File: config.mk
export PLATFORM = sky130hd
export DESIGN_NAME = cascade_ack_seq
export DESIGN_NICKNAME = d
export VERILOG_FILES = /design/src/rtl/casc_pkg.sv /design/src/rtl/prio_pick.sv /design/src/rtl/prio_core.sv /design/src/rtl/cascade_ack_seq.sv
export SDC_FILE = /design/constraint.sdc
export NUM_CORES = 1
export LEC_CHECK = 0
export ABC_AREA = 1
export CORE_ASPECT_RATIO = 1.2
export CORE_MARGIN = 2
export CORE_UTILIZATION = 70
export DETAILED_ROUTE_END_ITERATION = 8
export DONT_BUFFER_PORTS = 1
export GPL_TIMING_DRIVEN = 0
export PLACE_DENSITY = 0.9
export SETUP_SLACK_MARGIN = 0.1
export SYNTH_ARGS = -nofsm -noshare
export SYNTH_HDL_FRONTEND = slang
export SYNTH_HIERARCHICAL = 1
export SYNTH_SLANG_ARGS = --single-unit
export TNS_END_PERCENT = 30
File: constraint.sdc
create_clock -name clk -period 8.3 [get_ports clk]
set_input_delay 1.66 -clock clk [delete_from_list [all_inputs] [get_ports clk]]
set_output_delay 1.66 -clock clk [all_outputs]
set_load 0.005 [all_outputs]
File: src/rtl/casc_pkg.sv
// Package: shared constants and the vector-source encoding for the
// two-level acknowledge sequencer. Assumes power-of-two line counts.
package casc_pkg;
    localparam int CTRL_LINES = 8;
    localparam int VECTOR_W   = 8;
    localparam int CASC_LINE  = 2;

    typedef enum logic [1:0] {
        SRC_PRIMARY   = 2'd0,
        SRC_SECONDARY = 2'd1,
        SRC_SPUR_PRI  = 2'd2,
        SRC_SPUR_SEC  = 2'd3
    } vec_src_e;
endpackage

File: src/rtl/prio_pick.sv
// Module: rotating priority picker. Finds the set bit of vec closest
// to position base (walking upward with wrap), and returns its rank
// (distance from base) and its index. rank equals LINES when vec is 0.
// Assumes LINES is a power of two so index arithmetic wraps naturally.
module prio_pick #(
    parameter int LINES = 8,
    localparam int IW   = $clog2(LINES)
) (
    input  logic [LINES-1:0] vec,
    input  logic [IW-1:0]    base,
    output logic             found,
    output logic [IW:0]      rank,
    output logic [IW-1:0]    idx
);
    // Scan from lowest priority to highest so the last hit wins.
    always_comb begin
        logic [IW-1:0] pos;
        found = 1'b0;
        rank  = (IW+1)'(LINES);
        idx   = '0;
        for (int k = LINES - 1; k >= 0; k--) begin
            pos = base + IW'(k);
            if (vec[pos]) begin
                found = 1'b1;
                rank  = (IW+1)'(k);
                idx   = pos;
            end
        end
    end
endmodule

File: src/rtl/prio_core.sv
// Module: one eight-line priority resolver. It holds the request,
// in-service and last-sample registers and a rotation offset, and it
// reports a winner when the best pending request outranks everything
// in service. Assumes ack is one cycle wide and that pulse_set lines
// are edge style (set-only inputs driven by a neighbour).
module prio_core #(
    parameter int LINES = 8,
    localparam int IW   = $clog2(LINES)
) (
    input  logic             clk,
    input  logic             rst_n,
    input  logic [LINES-1:0] req,
    input  logic [LINES-1:0] level_sel,
    input  logic [LINES-1:0] pulse_set,
    input  logic             ack,
    input  logic             auto_eoi,
    input  logic             rotate_aeoi,
    output logic             win_valid,
    output logic [IW-1:0]    win_idx,
    output logic [LINES-1:0] irr_o,
    output logic [LINES-1:0] isr_o
);
    logic [LINES-1:0] irr_q, isr_q, last_q, irr_n;
    logic [IW-1:0]    rot_q;
    logic             req_found, srv_found;
    logic [IW:0]      req_rank, srv_rank;
    logic [IW-1:0]    srv_idx;
    logic             take;

    prio_pick #(.LINES(LINES)) pick_req_i (
        .vec(irr_q), .base(rot_q),
        .found(req_found), .rank(req_rank), .idx(win_idx)
    );
    prio_pick #(.LINES(LINES)) pick_srv_i (
        .vec(isr_q), .base(rot_q),
        .found(srv_found), .rank(srv_rank), .idx(srv_idx)
    );

    assign win_valid = req_found && (req_rank < srv_rank);
    assign take      = ack && win_valid;
    assign irr_o     = irr_q;
    assign isr_o     = isr_q;

    // Next request state: sample lines per mode, add pulses, clear on ack.
    always_comb begin
        for (int i = 0; i < LINES; i++) begin
            if (level_sel[i])
                irr_n[i] = req[i];
            else
                irr_n[i] = irr_q[i] | (req[i] & ~last_q[i]);
            irr_n[i] = irr_n[i] | pulse_set[i];
            if (take && (win_idx == IW'(i)) && !level_sel[i])
                irr_n[i] = 1'b0;
        end
    end

    // State registers: requests, edge history, in-service and rotation.
    always_ff @(posedge clk) begin
        if (!rst_n) begin
            irr_q  <= '0;
            isr_q  <= '0;
            last_q <= '0;
            rot_q  <= '0;
        end else begin
            irr_q  <= irr_n;
            last_q <= req;
            if (take && !auto_eoi)
                isr_q[win_idx] <= 1'b1;
            if (take && auto_eoi && rotate_aeoi)
                rot_q <= win_idx + IW'(1);
        end
    end
endmodule

File: src/rtl/cascade_ack_seq.sv
// Module: two-level acknowledge sequencer. A secondary resolver's
// winner pulses primary line 2. On ack the primary winner (and, via
// line 2, the secondary winner) is acknowledged and an 8-bit vector
// is returned one cycle later with a one-cycle valid pulse.
// Assumes ack is a single-cycle strobe and mode inputs are static.
module cascade_ack_seq
    import casc_pkg::*;
#(
    parameter int LINES     = CTRL_LINES,
    parameter int VEC_W     = VECTOR_W,
    parameter int CASCADE   = CASC_LINE,
    localparam int IW       = $clog2(LINES),
    localparam int BUS_W    = 2 * LINES
) (
    input  logic             clk,
    input  logic             rst_n,
    input  logic [BUS_W-1:0] irq_in,
    input  logic [BUS_W-1:0] level_sel,
    input  logic             auto_eoi,
    input  logic             rotate_aeoi,
    input  logic             ack,
    input  logic [VEC_W-1:0] master_base,
    input  logic [VEC_W-1:0] slave_base,
    output logic             int_out,
    output logic             vec_valid,
    output logic [VEC_W-1:0] vec_out
);
    localparam logic [LINES-1:0] CASC_BIT = LINES'(1) << CASCADE;

    logic             m_wv, s_wv, s_ack;
    logic [IW-1:0]    m_wi, s_wi;
    logic [LINES-1:0] m_irr, m_isr, s_irr, s_isr;
    logic [LINES-1:0] m_req, m_level, m_pulse;
    logic [IW-1:0]    sel_idx;
    logic [VEC_W-1:0] sel_base;
    vec_src_e         src;
    logic             int_q, vv_q;
    logic [VEC_W-1:0] vec_q;

    // Primary inputs: cascade line driven only by the secondary pulse.
    assign m_req   = irq_in[LINES-1:0] & ~CASC_BIT;
    assign m_level = level_sel[LINES-1:0] & ~CASC_BIT;
    assign m_pulse = s_wv ? CASC_BIT : '0;
    assign s_ack   = ack && m_wv && (m_wi == IW'(CASCADE));

    prio_core #(.LINES(LINES)) pri_i (
        .clk(clk), .rst_n(rst_n), .req(m_req), .level_sel(m_level),
        .pulse_set(m_pulse), .ack(ack), .auto_eoi(auto_eoi),
        .rotate_aeoi(rotate_aeoi), .win_valid(m_wv), .win_idx(m_wi),
        .irr_o(m_irr), .isr_o(m_isr)
    );
    prio_core #(.LINES(LINES)) sec_i (
        .clk(clk), .rst_n(rst_n), .req(irq_in[BUS_W-1:LINES]),
        .level_sel(level_sel[BUS_W-1:LINES]), .pulse_set('0),
        .ack(s_ack), .auto_eoi(auto_eoi), .rotate_aeoi(rotate_aeoi),
        .win_valid(s_wv), .win_idx(s_wi), .irr_o(s_irr), .isr_o(s_isr)
    );

    // Classify the acknowledge outcome.
    always_comb begin
        if (!m_wv)
            src = SRC_SPUR_PRI;
        else if (m_wi != IW'(CASCADE))
            src = SRC_PRIMARY;
        else if (s_wv)
            src = SRC_SECONDARY;
        else
            src = SRC_SPUR_SEC;
    end

    // Pick the base and line number for the returned vector.
    always_comb begin
        unique case (src)
            SRC_PRIMARY:   begin sel_base = master_base; sel_idx = m_wi; end
            SRC_SECONDARY: begin sel_base = slave_base;  sel_idx = s_wi; end
            SRC_SPUR_SEC:  begin sel_base = slave_base;  sel_idx = IW'(LINES - 1); end
            default:       begin sel_base = master_base; sel_idx = IW'(LINES - 1); end
        endcase
    end

    // Output registers: interrupt line, vector and its valid pulse.
    always_ff @(posedge clk) begin
        if (!rst_n) begin
            int_q <= 1'b0;
            vv_q  <= 1'b0;
            vec_q <= '0;
        end else begin
            int_q <= ack ? 1'b0 : m_wv;
            vv_q  <= ack;
            if (ack)
                vec_q <= {sel_base[VEC_W-1:IW], sel_idx};
        end
    end

    assign int_out   = int_q;
    assign vec_valid = vv_q;
    assign vec_out   = vec_q;
endmodule

# Yosys cells after proc, flatten, opt, wreduce, memory -nomap -nowiden
# Index checks and enable logic that the tools add are counted.
[op_classes]
n_addsub = 16
n_mul = 0
n_div = 0
magnitude_cmp = 22
n_eq_ne = 17
shift = 0
n_mux = 153
n_bitwise = 56
reduce_logical = 80
[op_table]
columns = ["op", "n"]
rows = [
  ["4-bit 2-to-1 mux", 32],
  ["1-bit binary-select mux with 3-bit select", 32],
  ["3-bit by 4-bit less-than comparator with 1-bit output, second input constant", 18],
  ["1-bit 2-to-1 mux", 65],
  ["3-bit 2-to-1 mux", 17],
  ["1-bit logical AND", 43],
  ["2-bit OR reduction", 18],
  ["3-bit adder, second input constant", 8],
  ["3-bit == test, second input constant", 8],
  ["1-bit bitwise OR", 18],
  ["1-bit logical NOT", 16],
  ["1-bit NOT", 16],
  ["8-bit bitwise OR", 2],
  ["1-bit AND", 15],
  ["3-bit by 1-bit adder with 3-bit output, second input constant", 4],
  ["3-bit by 2-bit adder with 3-bit output, second input constant", 4],
  ["3-bit by 2-bit == test with 1-bit output, second input constant", 4],
  ["4-bit less-than comparator", 2],
  ["8-bit 2-to-1 mux", 1],
  ["1-bit demux with 3-bit select", 2],
  ["3-bit by 1-bit == test with 1-bit output, second input constant", 2],
  ["3-bit by 1-bit greater-or-equal comparator with 1-bit output, second input constant", 2],
  ["3-bit logical NOT", 2],
  ["2-bit 2-to-1 mux", 3],
  ["other kinds (6)", 10],
]
[word_totals]
regBits = 63
latchBits = 0
ramBits = 0
romBits = 0
input_bits = 53
out_inout_bits = 10
wordCells = 369
memories = 0

# Logic depth before layout (Yosys ltp)
# Gate-level depths: netlist of run 1.
[depth]
ltp_word = 19
depth_mapped = 30

# Hierarchy
# Netlist of run 1, hierarchy kept.
[by_module_without_submodules]
columns = ["mod", "instances", "cells_per_inst", "area_each_um2", "seq_area_each_um2"]
rows = [
  ["prio_pick", 4, 138, 754.5, 0.0],
  ["prio_core (sec_i)", 1, 195, 1363.8, 540.5],
  ["prio_core (pri_i)", 1, 186, 1336.3, 540.5],
  ["cascade_ack_seq", 1, 85, 545.5, 200.2],
]

# Least setup slack after synthesis of run 1
# Ideal clock, no wire load.
[synth_timing]
path_kind = "reg-to-reg"
start = "reg pri_i.rot_q[0]"
end = "reg sec_i.irr_q[1] (netlist: sec_i/irr_o[1])"
t_arrival_ns = 3.407
t_required_ns = 8.191
setup_slack_ns = 4.784
path_stages_with_launch = 23
path_buffers = 2
period_less_slack_ns = 3.516
cell_sequence = "dfxtp_1 -> buf_6 -> inv_8 -> ha_1 -> buf_4 -> inv_2 -> nand3_1 -> nand3_1 -> nand2_2 -> nor2_1 -> nand2_1 -> nor2_4 -> inv_1 -> ha_1 -> a21oi_4 -> and2_2 -> nand3_4 -> nor2_1 -> nand3_2 -> nor2_2 -> nand3_1 -> nand2_1 -> inv_1"
[synth_via]
elab_chain_cells = 19
word_cells_on_any_way = 80
[synth_lines]
columns = ["element", "line_no", "source"]
rows = [
  ["start: declaration", "prio_core.sv:24", "logic [IW-1:0] rot_q;"],
  ["start signal: assignment", "prio_core.sv:70", "rot_q <= win_idx + IW'(1);"],
  ["3-bit adder", "prio_pick.sv:22", "pos = base + IW'(k);"],
  ["1-bit binary-select mux with 3-bit select", "prio_pick.sv:23", "if (vec[pos]) begin"],
  ["1-bit 2-to-1 mux (implied by the code)", "prio_pick.sv:23", ""],
  ["4-bit 2-to-1 mux (7 in series)", "prio_pick.sv:23", ""],
  ["4-bit 2-to-1 mux (*)", "prio_pick.sv:23", ""],
  ["via pri_i.srv_rank[3]", "prio_core.sv:26", "logic [IW:0] req_rank, srv_rank;"],
  ["4-bit less-than comparator (*)", "prio_core.sv:39", "assign win_valid = req_found && (req_rank < srv_rank);"],
  ["1-bit logical AND (*)", "prio_core.sv:39", ""],
  ["via m_wv", "cascade_ack_seq.sv:30", "logic m_wv, s_wv, s_ack;"],
  ["1-bit logical AND (*) (2 in series)", "cascade_ack_seq.sv:44", "assign s_ack = ack && m_wv && (m_wi == IW'(CASCADE));"],
  ["via s_ack", "cascade_ack_seq.sv:30", ""],
  ["1-bit logical AND (*)", "prio_core.sv:40", "assign take = ack && win_valid;"],
  ["1-bit logical AND (*) (2 in series)", "prio_core.sv:52", "if (take && (win_idx == IW'(i)) && !level_sel[i])"],
  ["2-bit OR reduction (no line) (*)", "-", ""],
  ["end signal: assignment", "prio_core.sv:65", "irr_q <= irr_n;"],
  ["end: declaration", "prio_core.sv:23", "logic [LINES-1:0] irr_q, isr_q, last_q, irr_n;"],
]
# The timed path passes the listed nets; every way through them passes the cells marked *. The select of a mux whose other input is x is not followed.
# A chain may end at the register's enable or synchronous reset.

# Final worst setup path of run 1
[layout_timing]
start = "reg pri_i.rot_q[0]"
end = "reg sec_i.irr_q[5] (netlist: sec_i/irr_o[5])"
[layout_via]
elab_chain_cells = 19
word_cells_on_any_way = 80
[layout_lines]
columns = ["element", "line_no"]
rows = [
  ["3-bit adder", "prio_pick.sv:22"],
  ["1-bit binary-select mux with 3-bit select", "prio_pick.sv:23"],
  ["1-bit 2-to-1 mux (implied by the code)", "prio_pick.sv:23"],
  ["4-bit 2-to-1 mux (7 in series)", "prio_pick.sv:23"],
  ["4-bit 2-to-1 mux (*)", "prio_pick.sv:23"],
  ["via pri_i.req_rank[3]", "prio_core.sv:26"],
  ["4-bit less-than comparator (*)", "prio_core.sv:39"],
  ["1-bit logical AND (*)", "prio_core.sv:39"],
  ["via m_wv", "cascade_ack_seq.sv:30"],
  ["1-bit logical AND (*) (2 in series)", "cascade_ack_seq.sv:44"],
  ["via s_ack", "cascade_ack_seq.sv:30"],
  ["1-bit logical AND (*)", "prio_core.sv:40"],
  ["1-bit logical AND (*) (2 in series)", "prio_core.sv:52"],
  ["2-bit OR reduction (no line) (*)", "-"],
]
# Marks and branches as above.

==> results.sh, run 1 <==
export IMPL_dr_first_iter_drc_count=263
export IMPL_status="completed"
export IMPL_cp_arrival_ps=4400
export IMPL_drc=0
export IMPL_io_pins=63
export IMPL_die_h_um=105
export IMPL_clk_latency_ps=360
export IMPL_vias=5756
export IMPL_rows=36
export IMPL_max_slew_worst_pin_slew_ps=681
export IMPL_grt_pass1_vias=5338
export IMPL_slew_violations=0
export IMPL_hold_ws_ps=473
export IMPL_holdCritPathClass="register to register"
export IMPL_synth_area_mm2=0.00595
export IMPL_p_switching_mw=1.71
export IMPL_worst_setup_path_type="register to register"
export IMPL_placed_cells=1081
export IMPL_slew_headroom_pct=54.6
export IMPL_rsz0062_at_grt="no"
export IMPL_cp_required_ps=8560
export IMPL_slowest_delay_ps=450
export IMPL_layout_min_cycle_time_ps=4140
export IMPL_dpl_hpwl_um=10200
export IMPL_start_util_pct=72.6
export IMPL_p_leak_nw=3.36
export IMPL_grt_usage_pct=29.1
export IMPL_drt_wirelength_per_cell_um=12.0
export IMPL_max_cap_viol_count=0
export IMPL_cts_root_buf="clkbuf_8"
export IMPL_p_int_mw=1.32
export IMPL_finalHoldViolations=0
export IMPL_endpoint_kind="register"
export IMPL_clockPowerShare_pct=9.2
export IMPL_seqPwrFrac_pct=13.5
export IMPL_drive_gt1_share_pct=19.9
export IMPL_crit_path_start_kind="register"
export IMPL_grt_max_degree=11
export IMPL_die_area_mm2=0.00926
export IMPL_n_antenna_cell=0
export IMPL_firstDrtPassIters=5
export IMPL_combPwrFrac_pct=77.3
export IMPL_overflow=0
export IMPL_htree_levels=3
export IMPL_fin_skew_ps=5.29
export IMPL_die_w_um=88.2
export IMPL_peakVddDrop_mv=0.386
export IMPL_clkTransAtPathRegs_ps=70
export IMPL_fin_util_pct=77.6
export IMPL_clock_sinks=64
export IMPL_stdcell_count=1096
export IMPL_syn_to_final_growth_pct=6.92
export IMPL_coreArea_mm2=0.00820
export IMPL_syn_inst=950
export IMPL_slowest_stage="dfxtp_1"
export IMPL_cts_resized=0
export IMPL_viasPerCell=5.25
export IMPL_wirelength_um=13100
export IMPL_cts_tree="done"
export IMPL_ctsHoldBuffers=0
export IMPL_final_setup_viol_count=0
export IMPL_final_antenna_net_count=0
export IMPL_gp_congestion=0.995
export IMPL_fmax_mhz=241
export IMPL_syn_area_per_cell_um2=6.26
export IMPL_yosysWarnings=6
export IMPL_placement_io_buffers=0
export IMPL_switching_share_pct=56.5
export IMPL_crit_chain="buf_6 > inv_8 > ha_1 > buf_4 > inv_2 > nand3_2 > nand3_1 > nand2_2 > nor2_1 > nand2_1 > nor2_4 > ha_1 > a21oi_4 > and2_2 > nand3_4 > nor2_1 > nand3_2 > nor2_2 > nand3_1 > nand2_1 > inv_1"
export IMPL_final_nets=1057
export IMPL_clock_path_buffers=2
export IMPL_cts_buffers=9
export IMPL_fin_setup_tns_ps=0
export IMPL_fin_crit_sh_pct=49.9
export IMPL_postCtsSetupBuffers=0
export IMPL_crit_fanout=10
export IMPL_p_per_area_mw_per_mm2=477
export IMPL_grt_pass1_wl_um=21800
export IMPL_grt_antenna_before_repair=0
## worst paths after layout
| path | cells past startpoint | slack [ps] | to | start |
|---|---|---|---|---|
| setup / recovery | 21 | 4160 | sec_i/irr_o[5] | pri_i/rot_q[0] |
| hold / removal | 2 | 470 | vec_out[7] | vec_out[7] |
| setup reg to reg | 21 | 4160 | sec_i/irr_o[5] | pri_i/rot_q[0] |
| hold reg to reg | 2 | 470 | vec_out[7] | vec_out[7] |
## state kept, by name, indices dropped and copies added, names as in the netlist
| signal | cells |
|---|---|
| vec_valid | 1 |
| pri_i/isr_o | 8 |
| int_out | 1 |
| pri_i/irr_o | 8 |
| sec_i/irr_o | 8 |
| pri_i/last_q | 8 |
| vec_out | 8 |
| sec_i/rot_q | 3 |
| pri_i/rot_q | 3 |
| sec_i/isr_o | 8 |
| sec_i/last_q | 8 |
## routing by layer
metal	GRT usage, %	up-vias	share of wire, %
met1	30.4	2568	40
met3	3.79	24	3.8
met5	0	-	0
met4	14.1	0	2.2
met2	55.0	136	54
li1	-	3028	-
## worst max-delay path: cells and delay by family (launching register included)
kind / cells / cell delay, ps
fa+ha+maj: 2 / 560
compound gates: 1 / 240
buf+inv: 5 / 580
simple gates: 13 / 2210
flops: 1 / 450
## cells in the final DEF (no fill, tap or decap), types with 4 or more instances in the layout
cell type  count
nand2_1      235
nand3_1      147
inv_1        135
nor2_1       101
dfxtp_1       64
nand2_2       47
inv_2         31
ha_1          26
nand3_2       22
conb_1        18
a21oi_1       17
a221oi_1      14
clkbuf_8      12
buf_4         10
o21ai_0       10
nand4_1        8
buf_6          8
inv_4          8
o21ai_2        8
a21oi_2        8
a31oi_1        6
nor2_2         4
inv_8          4
nand2_4        4
xnor2_2        4
xor2_2         4
nor3_2         4
nor2_4         4
## power by group through the flow
stage	clock network (mW)	logic [mW]	registers (mW)
after CTS	0.283	2.34	0.410
after floorplan	0	1.94	0.403
after global routing	0.295	2.66	0.417
after global placement	0	2.27	0.415
after detailed placement	0	2.31	0.417
final	0.278	2.35	0.410
## stage by stage
step / power (mW) / instance area (um2) / setup slack, ps
final: 3.03 / 6360 / 4160
after global routing: 3.37 / 6360 / 3890
after CTS: 3.03 / 6360 / 4180
after detailed placement: 2.73 / 6160 / 4230
after global placement: 2.69 / 6160 / 4330
after floorplan: 2.34 / 6010 / 4870
## layout make-up
cell class              count  area (um2)
multi-input cells         701        3830
fillers                   709        1840
flip-flops and latches     64        1280
inverters                 180         726
plain buffers              22         181
clock buffers              12         165
well taps                 114         143
clock inverters             3        40.0
Power figures use the tool's default switching activity.
==> run 2, diff against run 1 <==
--- a/config.mk
+++ b/config.mk
@@ -5,14 +5,14 @@
 export SDC_FILE = /design/constraint.sdc
 export NUM_CORES = 1
 export LEC_CHECK = 0
-export ABC_AREA = 1
+export ABC_AREA = 0
 export CORE_ASPECT_RATIO = 1.2
 export CORE_MARGIN = 2
-export CORE_UTILIZATION = 70
+export CORE_UTILIZATION = 66
 export DETAILED_ROUTE_END_ITERATION = 8
 export DONT_BUFFER_PORTS = 1
 export GPL_TIMING_DRIVEN = 0
-export PLACE_DENSITY = 0.9
+export PLACE_DENSITY = 0.86
 export SETUP_SLACK_MARGIN = 0.1
 export SYNTH_ARGS = -nofsm -noshare
 export SYNTH_HDL_FRONTEND = slang
==> constraint.sdc (replaced) <==
create_clock -name clk -period 3.96 [get_ports clk]
set_input_delay 0.792 -clock clk [delete_from_list [all_inputs] [get_ports clk]]
set_output_delay 0.792 -clock clk [all_outputs]
set_load 0.005 [all_outputs]
==> run 2 against run 1 <==
Net effect:
- the run now ends with negative setup slack left
- sequential power up 120%
- hold slack better by 37 ps
- cell area grew 4.6%
- flip-flop and latch count unchanged
- final cell count shrank 30%
- worst setup slack got worse by 4300 ps
- global-route usage increased by 2.2 points
- area after synthesis down 4.4%
- clock skew increased by 8.4 ps
- total power grew 110%
==> results.sh, run 2 <==
export IMPL_status="finished with violations"
export IMPL_violations="negative setup slack"
export IMPL_overflow=0
export IMPL_ctsHoldBuffers=0
export IMPL_final_setup_viol_count=22
export IMPL_endpoint_kind="register"
export IMPL_cts_tree="done"
export IMPL_use_met2_pct=59.8
export IMPL_cts_buffers=9
export IMPL_firstDrtPassIters=5
export IMPL_syn_to_final_growth_pct=17.0
export IMPL_slowest_delay_ps=600
export IMPL_yosysWarnings=6
export IMPL_rsz0062_at_grt="yes"
export IMPL_drive_gt1_share_pct=29.8
export IMPL_cp_num_buf_inv=6
export IMPL_placement_io_buffers=0
export IMPL_io_pins=63
export IMPL_hold_ws_ps=510
export IMPL_fmax_mhz=241
export IMPL_grt_pass1_vias=4902
export IMPL_clock_path_buffers=2
export IMPL_cp_required_ps=4230
export IMPL_n_antenna_cell=0
export IMPL_slew_headroom_pct=40.7
export IMPL_fin_skew_ps=13.7
export IMPL_worst_slack_ps=-190
export IMPL_layout_min_cycle_time_ps=4150
export IMPL_grt_usage_pct=31.3
export IMPL_crit_chain="buf_8 > buf_8 > inv_4 > ha_4 > buf_8 > mux4_2 > mux2i_4 > nand3_2 > a311oi_2 > ha_2 > o211a_1 > a211oi_4 > and4bb_1 > buf_6 > and2_4 > and4_1 > buf_6 > mux2i_1"
export IMPL_dpl_hpwl_um=10600
export IMPL_synth_area_mm2=0.00569
export IMPL_viasPerCell=6.56
export IMPL_p_per_area_mw_per_mm2=945
export IMPL_cts_root_buf="clkbuf_8"
export IMPL_crit_top_cell="buf_8"
export IMPL_die_area_mm2=0.00938
export IMPL_final_cell_mix="dfxtp_1, nand2_1, mux4_2"
export IMPL_grt_max_degree=13
export IMPL_p_leak_nw=2.66
export IMPL_fin_crit_sh_pct=105
export IMPL_grt_antenna_before_repair=0
export IMPL_rows=37
export IMPL_vias=5045
export IMPL_busiest_layer="met2"
export IMPL_grt_pass1_wl_um=23000
export IMPL_wirelength_um=14800
export IMPL_clk_latency_ps=360
export IMPL_mostFrequentLayoutCell="dfxtp_1"
export IMPL_slew_violations=0
export IMPL_fin_setup_tns_ps=-1850
export IMPL_finalHoldViolations=0
export IMPL_syn_inst=590
export IMPL_holdCritPathClass="register to register"
export IMPL_syn_area_per_cell_um2=9.64
export IMPL_die_w_um=88.8
export IMPL_drt_wirelength_per_cell_um=19.2
export IMPL_cp_top_family="multiplexers"
export IMPL_slowest_stage="mux4_2"
export IMPL_crit_path_start_kind="register"
export IMPL_worst_setup_path_type="register to register"
export IMPL_crit_fanout=7
export IMPL_peakVddDrop_mv=0.466
export IMPL_max_slew_worst_pin_slew_ps=883
export IMPL_start_util_pct=67.2
export IMPL_met3_usage_pct=6.42
export IMPL_clock_sinks=64
export IMPL_clkTransAtPathRegs_ps=70
export IMPL_coreArea_mm2=0.00847
export IMPL_dr_first_iter_drc_count=333
export IMPL_gp_congestion=0.978
export IMPL_die_h_um=106
export IMPL_grt_use_met1_pct=32.6
export IMPL_max_cap_viol_count=0
export IMPL_drc=0
export IMPL_final_antenna_net_count=0
export IMPL_htree_levels=3
export IMPL_cp_arrival_ps=4420
export IMPL_final_nets=726
[run 2: where the power goes]
part           internal (mW)  leakage, nW  switching, mW  total (mW)
sequential             0.764        0.531          0.148       0.912
combinational           2.24         2.02           2.48        4.72
clock                  0.373        0.105          0.279       0.652
[run 2: layout make-up]
| class | instances | area (um2) |
|---|---|---|
| multi-input cells | 462 | 4280 |
| fillers | 535 | 1820 |
| flip-flops and latches | 64 | 1290 |
| plain buffers | 36 | 297 |
| repair buffers | 28 | 233 |
| inverters | 46 | 185 |
| well taps | 117 | 146 |
| clock buffers | 10 | 138 |
| clock inverters | 6 | 91.3 |
[run 2: worst paths after layout]
check / start / endpoint / slack, ps / cells after the start
worst max-delay path: pri_i/rot_q[1] / sec_i/rot_q[0] / -190 / 18
worst min-delay path: pri_i/rot_q[2] / pri_i/rot_q[2] / 510 / 2
worst max register to register: pri_i/rot_q[1] / sec_i/rot_q[0] / -190 / 18
worst min register to register: pri_i/rot_q[2] / pri_i/rot_q[2] / 510 / 2
[run 2: repair_timing]
action	CTS	global route
setup endpoints to repair	40	37
pin swaps	13	10
buffers inserted	19	9
gates resized for setup	35	23
[run 2: layer usage]
layer | up-vias | routed length, um
li1 | 2317 | -
met1 | 2485 | 5400
met2 | 204 | 8160
met3 | 39 | 784
met4 | 0 | 438
met5 | - | 0
[run 2: metrics by stage]
step	utilization (%)	setup WS, ps	power (mW)	cells	instance area [um2]
CTS	76.6	-140	5.76	760	6490
floorplan	-	-119	3.89	608	5840
global route	78.6	-307	6.68	769	6660
detailed placement	70.7	-770	4.66	725	5990
finish	78.6	-190	6.29	769	6660
global placement	70.7	-655	4.51	725	5990
[run 2: worst min-delay path: stages, from the launching register on]
cell     delay [ps]
dfxtp_1         330
nand2_1          70
mux2i_1          60
